===== config.mk =====
export PLATFORM = sky130hd
export DESIGN_NAME = phy_mgmt_master
export DESIGN_NICKNAME = d
export VERILOG_FILES = /design/src/rtl/pmm_pkg.sv /design/src/rtl/pmm_divider.sv /design/src/rtl/pmm_sequencer.sv /design/src/rtl/pmm_shifter.sv /design/src/rtl/phy_mgmt_master.sv
export SDC_FILE = /design/constraint.sdc
export NUM_CORES = 1
export LEC_CHECK = 0
export BUFFER_PORTS_ARGS = -buffer_cell sky130_fd_sc_hd__buf_4
export CORE_ASPECT_RATIO = 0.8
export CORE_MARGIN = 4
export CORE_UTILIZATION = 50
export CTS_BUF_LIST = sky130_fd_sc_hd__clkbuf_4 sky130_fd_sc_hd__clkbuf_8
export DETAILED_ROUTE_END_ITERATION = 8
export GPL_TIMING_DRIVEN = 0
export PLACE_DENSITY = 0.72
export SYNTH_ARGS = -nofsm -noshare
export SYNTH_HDL_FRONTEND = slang
export SYNTH_SLANG_ARGS = --single-unit

===== constraint.sdc =====
create_clock -name clk -period 2.3 [get_ports clk]
set_clock_uncertainty 0.2 [all_clocks]
set_input_delay 0.23 -clock clk [delete_from_list [all_inputs] [get_ports clk]]
set_output_delay 0.23 -clock clk [all_outputs]
set_load 0.01 [all_outputs]

===== src/rtl/pmm_pkg.sv =====
// Shared constants and types for the serial PHY management master.
// Assumes the standard 14-bit header and an 18-slot tail per frame.
package pmm_pkg;
    localparam int ADDR_W    = 5;
    localparam int DATA_W    = 16;
    localparam int HDR_BITS  = 4 + 2 * ADDR_W;
    localparam int TAIL_BITS = 2 + DATA_W;
    localparam int FRAME_W   = HDR_BITS + TAIL_BITS;

    localparam logic [1:0] CODE_START = 2'b01;
    localparam logic [1:0] CODE_RD    = 2'b10;
    localparam logic [1:0] CODE_WR    = 2'b01;
    localparam logic [1:0] CODE_TA    = 2'b10;

    typedef enum logic [1:0] {
        PH_SETUP = 2'd0,
        PH_HIGH  = 2'd1,
        PH_LOW   = 2'd2
    } phase_t;
endpackage


===== src/rtl/pmm_divider.sv =====
// Phase-interval divider: emits one tick every (div+1) clocks while run is high.
// Assumes start and run are never both high; div is captured on start.
module pmm_divider #(
    parameter int DIV_W = 8
) (
    input  logic             clk,
    input  logic             rst_n,
    input  logic             start,
    input  logic             run,
    input  logic [DIV_W-1:0] div_in,
    output logic             tick
);
    logic [DIV_W-1:0] div_q;
    logic [DIV_W-1:0] cnt_q;

    // Capture the interval at frame start and count clocks within a phase.
    always_ff @(posedge clk) begin
        if (!rst_n) begin
            div_q <= '0;
            cnt_q <= '0;
        end else if (start) begin
            div_q <= div_in;
            cnt_q <= '0;
        end else if (run) begin
            cnt_q <= (cnt_q == div_q) ? '0 : cnt_q + 1'b1;
        end
    end

    assign tick = run && (cnt_q == div_q);

    p_cnt_bound_r2: assert property (@(posedge clk) disable iff (!rst_n)
        run |-> (cnt_q <= div_q));
endmodule


===== src/rtl/pmm_sequencer.sv =====
// Slot and phase sequencer: walks the preamble, header and tail slots,
// three phases each, and flags the final edge of the frame.
// Assumes start arrives only while busy is low.
module pmm_sequencer
    import pmm_pkg::*;
#(
    parameter int PRE_N  = 32,
    parameter int SLOTS  = PRE_N + FRAME_W,
    parameter int SLOT_W = $clog2(SLOTS)
) (
    input  logic              clk,
    input  logic              rst_n,
    input  logic              start,
    input  logic              tick,
    output logic              busy,
    output logic              done,
    output logic              finish,
    output phase_t            phase,
    output logic [SLOT_W-1:0] slot
);
    localparam logic [SLOT_W-1:0] LAST = SLOT_W'(SLOTS - 1);

    assign finish = tick && (phase == PH_LOW) && (slot == LAST);

    // Advance the phase on every tick and the slot at the end of each low phase.
    always_ff @(posedge clk) begin
        if (!rst_n) begin
            busy  <= 1'b0;
            done  <= 1'b0;
            phase <= PH_SETUP;
            slot  <= '0;
        end else begin
            done <= finish;
            if (start) begin
                busy  <= 1'b1;
                phase <= PH_SETUP;
                slot  <= '0;
            end else if (tick) begin
                case (phase)
                    PH_SETUP: phase <= PH_HIGH;
                    PH_HIGH:  phase <= PH_LOW;
                    default: begin
                        phase <= PH_SETUP;
                        if (finish) busy <= 1'b0;
                        else        slot <= slot + 1'b1;
                    end
                endcase
            end
        end
    end

    p_high_then_low_r3: assert property (@(posedge clk) disable iff (!rst_n)
        (tick && phase == PH_HIGH) |=> (phase == PH_LOW));
    p_done_pulse_r9: assert property (@(posedge clk) disable iff (!rst_n)
        done |=> !done);
endmodule


===== src/rtl/pmm_shifter.sv =====
// Frame data path: shifts the header and write tail out, releases the pin for
// the read tail, captures the error bit and read data, and forms the result.
// Assumes the slot, phase and tick timing comes from the sequencer.
module pmm_shifter
    import pmm_pkg::*;
#(
    parameter int PRE_N  = 32,
    parameter int SLOT_W = 6
) (
    input  logic              clk,
    input  logic              rst_n,
    input  logic              start,
    input  logic              req_write,
    input  logic [ADDR_W-1:0] req_phy,
    input  logic [ADDR_W-1:0] req_reg,
    input  logic [DATA_W-1:0] req_wdata,
    input  logic              tick,
    input  phase_t            phase,
    input  logic [SLOT_W-1:0] slot,
    input  logic              finish,
    input  logic              mdi,
    output logic              tx_bit,
    output logic              drive,
    output logic [DATA_W-1:0] rd_data,
    output logic              rd_err
);
    localparam logic [SLOT_W-1:0] HDR_SLOT  = SLOT_W'(PRE_N);
    localparam logic [SLOT_W-1:0] TAIL_SLOT = SLOT_W'(PRE_N + HDR_BITS);
    localparam logic [SLOT_W-1:0] ERR_SLOT  = SLOT_W'(PRE_N + HDR_BITS + 1);
    localparam logic [SLOT_W-1:0] DATA_SLOT = SLOT_W'(PRE_N + HDR_BITS + 2);

    logic [FRAME_W-1:0] tx_sr;
    logic [DATA_W-1:0]  rx_sr;
    logic               rd_q;
    logic               err_q;
    logic               sample;

    assign sample = tick && (phase == PH_SETUP) && rd_q;
    assign tx_bit = (slot < HDR_SLOT) ? 1'b1 : tx_sr[FRAME_W-1];
    assign drive  = !(rd_q && (slot >= TAIL_SLOT));

    // Load the outgoing bits at start and shift one out at each slot end past the preamble.
    always_ff @(posedge clk) begin
        if (!rst_n) begin
            tx_sr <= '0;
            rd_q  <= 1'b0;
        end else if (start) begin
            tx_sr <= {CODE_START, (req_write ? CODE_WR : CODE_RD), req_phy, req_reg,
                      CODE_TA, (req_write ? req_wdata : {DATA_W{1'b0}})};
            rd_q  <= !req_write;
        end else if (tick && (phase == PH_LOW) && (slot >= HDR_SLOT)) begin
            tx_sr <= {tx_sr[FRAME_W-2:0], 1'b0};
        end
    end

    // Capture the error bit and then the data bits of a read, skipping data once an error is seen.
    always_ff @(posedge clk) begin
        if (!rst_n) begin
            rx_sr <= '0;
            err_q <= 1'b0;
        end else if (start) begin
            rx_sr <= '0;
            err_q <= 1'b0;
        end else if (sample) begin
            if (slot == ERR_SLOT)
                err_q <= mdi;
            else if ((slot >= DATA_SLOT) && !err_q)
                rx_sr <= {rx_sr[DATA_W-2:0], mdi};
        end
    end

    // Publish the result on the final edge of the frame.
    always_ff @(posedge clk) begin
        if (!rst_n) begin
            rd_data <= '0;
            rd_err  <= 1'b0;
        end else if (finish) begin
            rd_data <= (rd_q && !err_q) ? rx_sr : '0;
            rd_err  <= rd_q && err_q;
        end
    end

    p_err_zero_r8: assert property (@(posedge clk) disable iff (!rst_n)
        rd_err |-> (rd_data == '0));
endmodule


===== src/rtl/phy_mgmt_master.sv =====
// Serial PHY management master top: accepts one request while idle and runs
// the preamble, header and tail of a management frame on the pins.
// Assumes an external pad combines mdo, md_oe and mdi into the data pin.
module phy_mgmt_master
    import pmm_pkg::*;
#(
    parameter int DIV_W = 8,
    parameter int PRE_N = 32
) (
    input  logic              clk,
    input  logic              rst_n,
    input  logic              req_valid,
    input  logic              req_write,
    input  logic [ADDR_W-1:0] req_phy,
    input  logic [ADDR_W-1:0] req_reg,
    input  logic [DATA_W-1:0] req_wdata,
    input  logic [DIV_W-1:0]  div_cfg,
    output logic              busy,
    output logic              done,
    output logic [DATA_W-1:0] rd_data,
    output logic              rd_err,
    output logic              mdc,
    output logic              mdo,
    output logic              md_oe,
    input  logic              mdi
);
    localparam int SLOTS  = PRE_N + FRAME_W;
    localparam int SLOT_W = $clog2(SLOTS);

    logic              start;
    logic              tick;
    logic              finish;
    logic              tx_bit;
    logic              drive;
    phase_t            phase;
    logic [SLOT_W-1:0] slot;

    assign start = req_valid && !busy;

    pmm_divider #(.DIV_W(DIV_W)) u_div (
        .clk(clk), .rst_n(rst_n), .start(start), .run(busy),
        .div_in(div_cfg), .tick(tick)
    );

    pmm_sequencer #(.PRE_N(PRE_N), .SLOTS(SLOTS), .SLOT_W(SLOT_W)) u_seq (
        .clk(clk), .rst_n(rst_n), .start(start), .tick(tick),
        .busy(busy), .done(done), .finish(finish), .phase(phase), .slot(slot)
    );

    pmm_shifter #(.PRE_N(PRE_N), .SLOT_W(SLOT_W)) u_shf (
        .clk(clk), .rst_n(rst_n), .start(start), .req_write(req_write),
        .req_phy(req_phy), .req_reg(req_reg), .req_wdata(req_wdata),
        .tick(tick), .phase(phase), .slot(slot), .finish(finish), .mdi(mdi),
        .tx_bit(tx_bit), .drive(drive), .rd_data(rd_data), .rd_err(rd_err)
    );

    assign mdc   = busy && (phase == PH_HIGH);
    assign md_oe = !busy || drive;
    assign mdo   = !busy || !drive || tx_bit;

    p_start_busy_r2: assert property (@(posedge clk) disable iff (!rst_n)
        (req_valid && !busy) |=> busy);
    p_pin_back_r9: assert property (@(posedge clk) disable iff (!rst_n)
        $fell(busy) |-> (md_oe && done));
endmodule


# After elaboration in Yosys (flattened, before gate mapping)
# Index checks and enable logic that the tools add are counted.
[word_totals]
ff_bits = 93
inputBits = 39
[classes]
eq_ne = 6
mux = 12
order_cmp = 4
bitwise = 4
reduce_logical = 29
addsub = 2
[ops]
columns = ["operator", "count"]
rows = [
  ["2-to-1 mux 31 bit", 2],
  ["2-to-1 mux 16 bit", 2],
  ["greater-or-equal comparator 6 bit, second input constant", 3],
  ["equality test 6 bit, second input constant", 2],
  ["logical AND 1 bit", 12],
  ["AND reduction 3 bit", 3],
  ["adder 8 x 1 -> 8 bit, second input constant", 1],
  ["equality test 8 bit", 1],
  ["2-to-1 mux 8 bit", 1],
  ["adder 6 x 1 -> 6 bit, second input constant", 1],
  ["less-than comparator 6 bit, second input constant", 1],
  ["nonzero test 2 bit", 3],
  ["2-to-1 mux 1 bit", 5],
  ["logical NOT 1 bit", 4],
  ["inverter 1 bit", 4],
  ["case mux 2 bit (2 select lines)", 1],
  ["OR reduction 2 bit", 2],
  ["logical OR 1 bit", 3],
  ["equality test 2 x 1 -> 1 bit, second input constant", 1],
  ["equality test 2 bit, second input constant", 1],
  ["logical NOT 2 bit", 1],
  ["2-to-1 mux 2 bit", 1],
  ["!= test 2 x 1 -> 1 bit, second input constant", 1],
  ["AND reduction 2 bit", 1],
]

# Logic depth before layout (Yosys ltp)
# Gate-level depths: netlist of the first run.
[depth]
word_depth = 8
ltp_mapped = 7
mapped_depth_nobuf = 6

# Cells and area by module
# From an unflattened synthesis of the first run, not the netlist that was laid out.
[hier_totals]
hier_cells = 453
hier_area_um2 = 4068.9
[by_module_without_submodules]
columns = ["module", "seq_area_each_um2", "cells_each", "n_inst", "area_per_inst_um2"]
rows = [
  ["pmm_shifter", 1341.3, 325, 1, 2844.0],
  ["pmm_divider", 320.3, 74, 1, 749.5],
  ["pmm_sequencer", 200.2, 50, 1, 446.7],
  ["phy_mgmt_master", 0.0, 4, 1, 28.8],
]

# Least setup slack after synthesis of the first run
# Ideal clock, no wire load.
[synth_timing]
kind = "register to register"
start = "register u_div.cnt_q[3]"
end = "register u_shf.rd_data[6]"
required_time_ns = 1.972
setup_ns = 0.128
path_buffers = 1
arrival_ns = 1.539
path_stages_with_launch = 7
setup_slack_ns = 0.433
cell_sequence = "dfxtp_1 -> xor2_1 -> nor4_4 -> nand4_1 -> buf_2 -> nand3_1 -> o21ai_0"
[synth_via]
elab_chain_len = 4
[synth_rtl]
columns = ["item", "line", "rtl"]
rows = [
  ["from (decl)", "pmm_divider.sv:14", "logic [DIV_W-1:0] cnt_q;"],
  ["from (signal assigned)", "pmm_divider.sv:25", "cnt_q <= (cnt_q == div_q) ? '0 : cnt_q + 1'b1;"],
  ["equality test 8 bit", "pmm_divider.sv:29", "assign tick = run && (cnt_q == div_q);"],
  ["logical AND 1 bit", "pmm_divider.sv:29", ""],
  ["logical AND 1 bit (2 in a row)", "pmm_sequencer.sv:23", "assign finish = tick && (phase == PH_LOW) && (slot == LAST);"],
  ["to (signal assigned)", "pmm_shifter.sv:78", "rd_data <= (rd_q && !err_q) ? rx_sr : '0;"],
  ["to (decl)", "pmm_shifter.sv:24", "output logic [DATA_W-1:0] rd_data,"],
]
# Every way passes these cells.
# A chain may end at the register's enable or synchronous reset.

# Final worst setup path of the first run
[layout_timing]
start = "register u_div.cnt_q[3]"
end = "register u_shf.tx_sr[11]"
[layout_via]
elab_chain_len = 5
[layout_rtl]
columns = ["item", "line", "rtl"]
rows = [
  ["equality test 8 bit", "pmm_divider.sv:29", ""],
  ["logical AND 1 bit", "pmm_divider.sv:29", ""],
  ["logical AND 1 bit (2 in a row)", "pmm_shifter.sv:51", "end else if (tick && (phase == PH_LOW) && (slot >= HDR_SLOT)) begin"],
  ["nonzero test 2 bit (no source line)", "-", ""],
  ["to (signal assigned)", "pmm_shifter.sv:48", "tx_sr <= {CODE_START, (req_write ? CODE_WR : CODE_RD), req_phy, req_reg,"],
  ["to (signal assigned)", "pmm_shifter.sv:52", "tx_sr <= {tx_sr[FRAME_W-2:0], 1'b0};"],
  ["to (decl)", "pmm_shifter.sv:32", "logic [FRAME_W-1:0] tx_sr;"],
]
# Every way passes these cells.

==> results by group, run 1 <==
Worst setup path
  • Crit path capture type: register
  • CP max FO: 10
  • Critical path launch point type: register
  • Worst-case reg-to-reg path depth: 6
  • WS Path Type: reg -> reg
  • RR Startpoint: u_div.cnt_q[3]$_SDFFE_PP0P_
  • Critical Path RT: 2.32 ns
  • Register-to-register setup slack: 0.11 ns
  • Crit path DAT: 2.21 ns
  • R2r endpoint: u_shf.tx_sr[11]$_SDFFE_PN0P_

Min path
  • Hold endpoint: u_div.cnt_q[4]$_SDFFE_PP0P_
  • Hold Crit Class: in -> reg
  • Hold Path Depth: 3
  • Worst hold start: rst_n

Detailed routing
  • Initial DRC count: 176
  • WL/cell: 14.3 µm
  • Drt pass-1 iters: 5
  • DR vias/cell: 5.32
  • DR vias: 3675
  • Drt total wl: 9.91 mm
  • DR DRC count: 0
  • DRT antenna net count: 0

Clock network
  • Clock Path Buffers: 2
  • TritonCTS Sinks: 93
  • CTS tree: done
  • Worst-Skew Late Latency: 0.36 ns
  • H-tree levels: 3
  • Total CTS buffers: 9
  • Reg clk slew, reported paths: 0.09 ns
  • Clock tree root buffer cell: clkbuf_8

STA
  • Fin crit share: 95.4%
  • Fin. Hold Viols: 0
  • Setup ws final: 0.106 ns
  • Actual slew at the worst max-slew pin: 0.502 ns
  • Slew HR: 66.6%
  • # setup viols final: 0
  • Fmax: 0.456 GHz
  • Hold WS: 0.180 ns
  • Min Tclk post-route: 2.19 ns
  • Final Slew Violations: 0

Power and ir drop
  • Max IR drop VDD: 0.451 mV
  • Power per cell area: 608 mW/mm²
  • Leak pwr: 1.88 nW
  • Total power: 3.08 mW

Place
  • Port Buf Inserts: 60
  • Dpl ws: -0.0389 ns
  • HPWL Detailed: 6.69 mm
  • RD Place Congestion: 0.794
  • Inst Count DP: 635

Logic synthesis
  • Mapped Cells: 470
  • Ys async rst share: 0%
  • Yosys cell types: 35
  • Synth Cell Area: 0.00385 mm²
  • Syn_nets: 512
  • Number of synthesized flops with an enable pin: 0
  • Top FF cell, synth: dfxtp_1
  • Synth Register Bits: 93
  • Ys Warns: 0
  • Seq/Total Area, Yosys: 48.3%
  • Post-Syn Area per Cell: 8.20 µm²

Layout
  • Share of layout cells above drive strength 1: 16.9%
  • Highest-count cells in the layout ignoring fill and taps: dfxtp_1, nand2_1, buf_4
  • Multi-input logic area: 0.00181 mm²
  • Register area: 0.00186 mm²
  • Utilization after layout: 67.8%
  • ANT cells: 0
  • Final net count: 624
  • Number of cells in the finished layout apart from fillers: 691
  • Filler cells: 650
  • Synth-to-layout area growth: 31.3%
  • Commonest non-fill, non-tap cell in the layout: dfxtp_1

Die
  • Placement Rows: 28
  • Die ar.: 0.00919 mm²
  • Core ar.: 0.00746 mm²
  • DIE HEIGHT: 86.5 µm
  • Die width: 106 µm
  • Initial core utilization: 51.6%
  • Top Ports: 61

Global routing
  • Antenna violations before repair: 0
  • Vias in the first global route: 3407
  • Largest net degree at the start of global routing: 17
  • Gr ovfl total: 0
  • First-pass GRT wire length: 16.2 mm
  • Total track usage: 22.0%

Job
  • Max-cap violations: 0

Outcome
  • Outcome: finished clean
[final cells by class]
type | count | area share [%]
clock inverters | 6 | 1.41
flip-flops and latches | 93 | 36.8
inverters | 6 | 0.445
repair buffers | 101 | 16.9
well taps | 105 | 2.60
multi-input cells | 334 | 35.8
plain buffers | 37 | 3.61
clock buffers | 9 | 2.45
[power by group]
| part | switching, mW | leakage (nW) | internal, mW |
|---|---|---|---|
| clock network | 0.583 | 0.0923 | 0.506 |
| registers | 0.0282 | 0.755 | 1.65 |
| logic | 0.161 | 1.04 | 0.150 |
[how the worst max path moves through the flow]
stage / from / endpoint / slack [ns] / depth (start not counted)
after CTS: u_seq.busy$_SDFFE_PN0P_ / mdo / 0.04 / 4
final: u_div.cnt_q[3]$_SDFFE_PP0P_ / u_shf.tx_sr[11]$_SDFFE_PN0P_ / 0.11 / 6
after floorplan: u_div.cnt_q[3]$_SDFFE_PP0P_ / u_shf.rd_data[6]$_SDFFE_PN0P_ / 0.43 / 6
after detailed placement: u_div.cnt_q[0]$_SDFFE_PP0P_ / u_shf.rx_sr[13]$_SDFFE_PP0P_ / -0.04 / 6
after global placement: u_div.cnt_q[0]$_SDFFE_PP0P_ / u_shf.rx_sr[10]$_SDFFE_PP0P_ / 0.07 / 6
after global routing: u_div.cnt_q[2]$_SDFFE_PP0P_ / u_shf.rx_sr[14]$_SDFFE_PP0P_ / -0.01 / 7
[repair_timing]
action / in CTS / in global routing
setup buffers: 1 / 2
hold endpoints to repair: 38 / 0
gates resized for setup: 0 / 11
gates cloned: 0 / 0
pin swaps: 1 / 2
setup endpoints to repair: 10 / 41
hold buffers: 38 / 0
[state kept, by name, summed over array words and instances, names as in the netlist]
name and count:
u_seq.done 1, u_div.div_q 8, u_div.cnt_q 8, u_shf.rd_err 1
u_shf.rx_sr 16, u_shf.rd_q 1, u_seq.busy 1, u_shf.rd_data 16
u_shf.tx_sr 32, u_seq.phase 2, u_seq.slot 6, u_shf.err_q 1
[critical path, stage by stage (launching register included)]
cell	delay [ns]
dfxtp_1	0.34
xor2_1	0.22
nor4_4	0.45
nand4_1	0.30
clkbuf_1	0.31
nand3_1	0.14
a31oi_1	0.09
[through the flow]
stage,instance area (µm²),setup TNS [ns]
after floorplan,3850,0
after global placement,4440,0
after detailed placement,4440,-0.304
after CTS,5020,0
after global routing,5060,-0.0189
final,5060,0
[Yosys cell counts (all sizes together), types with 2 or more instances]
cell / instances / area [µm²]
a21oi: 44 / 220
a22oi: 10 / 75.1
a31oi: 16 / 100
and2: 2 / 12.5
and3: 6 / 37.5
and4: 3 / 26.3
buf: 14 / 91.3
clkbuf: 23 / 86.3
dfxtp: 93 / 1860
ha: 3 / 37.5
inv: 6 / 22.5
mux2i: 5 / 50.1
nand2: 91 / 342
nand3: 62 / 310
nand4: 7 / 43.8
nor2: 15 / 56.3
nor2b: 3 / 18.8
nor3: 14 / 75.1
nor4: 3 / 33.8
o21ai: 22 / 110
or3: 5 / 31.3
xnor2: 3 / 26.3
xor2: 13 / 114
[layer usage]
layer	vias up	global-route usage [%]	part of all wire [%]
met5	-	0	0
met4	0	5.29	1.1
met3	12	6.18	6.3
met2	102	35.3	46
met1	1710	29.6	46
li1	1851	-	-
[logic make-up after synthesis]
family	after synthesis	synth area share [%]
AO/OA/AOI/OAI	94	13.6
flip-flops	93	48.3
buffers and inverters	43	5.19
XOR/XNOR	16	3.64
multiplexers	5	1.30
adder cells (fa/ha/maj)	3	0.974
AND/OR/NAND/NOR	216	27.0
Power figures use the tool's default switching activity.
==> run 2: changes to the inputs <==
Settings changed: CORE_MARGIN 4 to 3, PLACE_DENSITY 0.72 to 0.77, SYNTH_HIERARCHICAL from default to 1.
==> run 2 against run 1 <==
The run now ends with negative setup slack left. Sequential power up 2%. Wire length rose by 0.71%. Final cell count down 2.7%.
==> results by group, run 2 <==
Outcome
  • Outcome: complete, but fails checks (was finished clean)
  • Violated checks: negative setup slack

Worst setup path
  • Critical path origin: u_div/cnt_q[5]$_SDFFE_PP0P_ (was u_div.cnt_q[3]$_SDFFE_PP0P_)
  • Crit-path slowest cell: dfxtp_4 (was nor4_4)
  • Critical path launch point type: register (unchanged)
  • CP max FO: 5 (was 10)
  • Cell Chain, Critical Path: xnor2_2, nand4_1, nor3_4, nand2_2, nor3_4, and3b_2, buf_8, clkbuf_16, a21oi_2, nor2_1 (was xor2_1, nor4_4, nand4_1, clkbuf_1, nand3_1, a31oi_1)
  • Max incr delay on CP: 0.37 ns (was 0.45 ns)
  • RR Startpoint: u_div/cnt_q[5]$_SDFFE_PP0P_ (was u_div.cnt_q[3]$_SDFFE_PP0P_)
  • Most used cell, CP: nor3_4
  • Crit path DAT: 2.41 ns (was 2.21 ns)
  • Critical Path RT: 2.40 ns (was 2.32 ns)
  • Register-to-register setup slack: -0.009 ns (was 0.11 ns)
  • WS Path Type: reg -> reg (unchanged)
  • Crit path capture type: register (unchanged)

Layout
  • Final net count: 603 (was 624)
  • Highest-count cells in the layout ignoring fill and taps: buf_4, dfxtp_1, nand2_1 (was dfxtp_1, nand2_1, buf_4)
  • Largest register FFs: 32 (unchanged)
  • Number of cells in the finished layout apart from fillers: 672 (was 691)
  • Top Registers: u_shf/tx_sr: 32 flops, u_shf/rd_data: 16 flops, u_shf/rx_sr: 16 flops (was u_shf.tx_sr: 32 flops, u_shf.rd_data: 16 flops, u_shf.rx_sr: 16 flops)
  • Reg with most FFs: u_shf/tx_sr (was u_shf.tx_sr)
  • Synth-to-layout area growth: 32.4% (was 31.3%)
  • ANT cells: 0 (unchanged)
  • Share of layout cells above drive strength 1: 29.6% (was 16.9%)

Die
  • Die width: 107 µm (was 106 µm)
  • Placement Rows: 28 (unchanged)
  • Top Ports: 61 (unchanged)
  • Initial core utilization: 53.3% (was 51.6%)
  • Die ar.: 0.00926 mm² (was 0.00919 mm²)
  • DIE HEIGHT: 86.7 µm (was 86.5 µm)
  • Core ar.: 0.00764 mm² (was 0.00746 mm²)

Detailed routing
  • DRT antenna net count: 0 (unchanged)
  • WL met2: 4.73 mm (was 4.58 mm)
  • Drt pass-1 iters: 5 (unchanged)
  • DR vias: 3754 (was 3675)
  • Met1 Wirelength: 4.67 mm (was 4.60 mm)
  • Metal3 WL: 456 µm (was 626 µm)
  • Drt total wl: 9.98 mm (was 9.91 mm)
  • DR DRC count: 0 (unchanged)
  • WL/cell: 14.9 µm (was 14.3 µm)
  • Top layer reached by signal wires: met4 (unchanged)
  • Initial DRC count: 230 (was 176)
  • DR vias/cell: 5.59 (was 5.32)

Global routing
  • Total track usage: 21.6% (was 22.0%)
  • Largest net degree at the start of global routing: 20 (was 17)
  • Antenna violations before repair: 0 (unchanged)
  • Vias in the first global route: 3503 (was 3407)
  • First-pass GRT wire length: 16.4 mm (was 16.2 mm)
  • Gr ovfl total: 0 (unchanged)

STA
  • Min Tclk post-route: 2.31 ns (was 2.19 ns)
  • Hold WS: 0.0163 ns (was 0.180 ns)
  • # setup viols final: 3 (was 0)
  • Slew HR: 53.0% (was 66.6%)
  • Setup ws final: -0.00906 ns (was 0.106 ns)
  • Fin Setup TNS: -0.0180 ns (was 0 ns)
  • Fin. Hold Viols: 0 (unchanged)
  • Fin crit share: 100% (was 95.4%)
  • Final Slew Violations: 0 (unchanged)
  • Fmax: 0.433 GHz (was 0.456 GHz)
  • Actual slew at the worst max-slew pin: 0.705 ns (was 0.502 ns)
  • RSZ-0062 raised after global routing: true

Logic synthesis
  • Count leader, synth: dfxtp_1 (unchanged)
  • Ys async rst share: 0% (unchanged)
  • Post-synth top area cell: dfxtp_1 (unchanged)
  • Syn_nets: 494 (was 512)
  • Ys Warns: 6 (was 0)
  • Mapped Cells: 453 (was 470)
  • Number of synthesized flops with an enable pin: 0 (unchanged)
  • Share of Yosys cell area claimed by the top area cell type: 45.8% (was 48.3%)
  • List of most frequent post-synthesis cells: dfxtp_1, nand2_1, a21oi_1 (was dfxtp_1, nand2_1, nand3_1)
  • Dominant cells by area after synthesis: dfxtp_1, a21oi_1, nand2_1, nor2b_1, o21ai_0 (was dfxtp_1, nand2_1, nand3_1, a21oi_1, xor2_1)
  • Seq/Total Area, Yosys: 45.8% (was 48.3%)
  • Synth Cell Area: 0.00407 mm² (was 0.00385 mm²)
  • Top FF cell, synth: dfxtp_1 (unchanged)
  • Synth Register Bits: 93 (unchanged)
  • Post-Syn Area per Cell: 8.98 µm² (was 8.20 µm²)
  • Yosys cell types: 46 (was 35)

Power and ir drop
  • Leak pwr: 2.12 nW (was 1.88 nW)
  • Max IR drop VDD: 0.415 mV (was 0.451 mV)
  • Power per cell area: 590 mW/mm² (was 608 mW/mm²)
  • Total power: 3.18 mW (was 3.08 mW)

Clock network
  • Reg clk slew, reported paths: 0.10 ns (was 0.09 ns)
  • H-tree levels: 3 (unchanged)
  • Clock tree root buffer cell: clkbuf_8 (unchanged)
  • TritonCTS Sinks: 93 (unchanged)
  • Clock Path Buffers: 2 (unchanged)
  • Total CTS buffers: 9 (unchanged)
  • CTS tree: done (unchanged)
  • Worst-Skew Late Latency: 0.36 ns (about the same)

Place
  • Port Buf Inserts: 60 (unchanged)
  • HPWL Detailed: 6.34 mm (was 6.69 mm)
  • Inst Count DP: 618 (was 635)
  • RD Place Congestion: 0.816 (was 0.794)

Min path
  • Worst hold start: rst_n (unchanged)
  • Hold Crit Class: in -> reg (unchanged)

Job
  • Max-cap violations: 0 (unchanged)
## run 2: metal layers
layer,vias to the layer above,track usage (%)
li1,1831,-
met1,1790,29.9
met2,118,34.9
met3,15,4.32
met4,0,5.69
met5,-,0
## run 2: logic make-up (layout without fill, tap and decap cells)
logic type,count (synthesis),in the layout,synth area share [%]
AND/OR/NAND/NOR,178,178,23.6
AO/OA/AOI/OAI,116,116,18.5
flip-flops,93,93,45.8
buffers and inverters,37,151,5.35
XOR/XNOR,16,16,3.44
multiplexers,11,11,2.71
adder cells (fa/ha/maj),2,2,0.615
## run 2: what timing repair did
item | 4_1_cts | 5_1_grt
hold endpoints to repair | 22 | 0
hold buffers | 21 | 0
endpoints found under the setup margin | 67 | 37
pin swaps | 2 | 11
buffers inserted | 6 | 10
cloned | 0 | 1
gates resized for setup | 9 | 35
## run 2: cell type report
class,count,area (µm²)
inverters,5,18.8
repair buffers,98,810
clock inverters,7,62.6
well taps,105,131
flip-flops and latches,93,1890
fillers,584,2250
multi-input cells,323,2110
plain buffers,32,234
clock buffers,9,124
## run 2: final timing paths
path	endpoint	cells past startpoint
setup reg to reg	u_shf/rd_data[10]$_SDFFE_PN0P_	10
setup / recovery	u_shf/rd_data[10]$_SDFFE_PN0P_	10
hold / removal	u_div/div_q[4]$_SDFFE_PN0P_	2
hold reg to reg	u_shf/tx_sr[31]$_SDFFE_PP0N_	2
## run 2: report_power, final
part | switching [mW] | internal (mW)
Sequential | 0.0513 | 1.67
Clock | 0.619 | 0.416
Combinational | 0.211 | 0.211
Total | 0.882 | 2.30
## run 2: critical path: cells and delay by family (launching register included)
kind / cells / cell delay (ns)
AND/OR/NAND/NOR: 6 / 1.20
XOR/XNOR: 1 / 0.15
AO/OA/AOI/OAI: 1 / 0.05
buffers and inverters: 2 / 0.26
flip-flops: 1 / 0.37
## run 2: metrics by stage
step | cell area, µm² | util, % | setup WS, ns
5_1_grt | 5390 | 70.5 | -0.113
2_1_floorplan | 4110 | - | -0.0460
4_1_cts | 5170 | 67.7 | 0.0242
6_report | 5390 | 70.5 | -0.00906
3_5_place_dp | 4690 | 61.4 | -0.692
3_3_place_gp | 4690 | 61.4 | -0.621
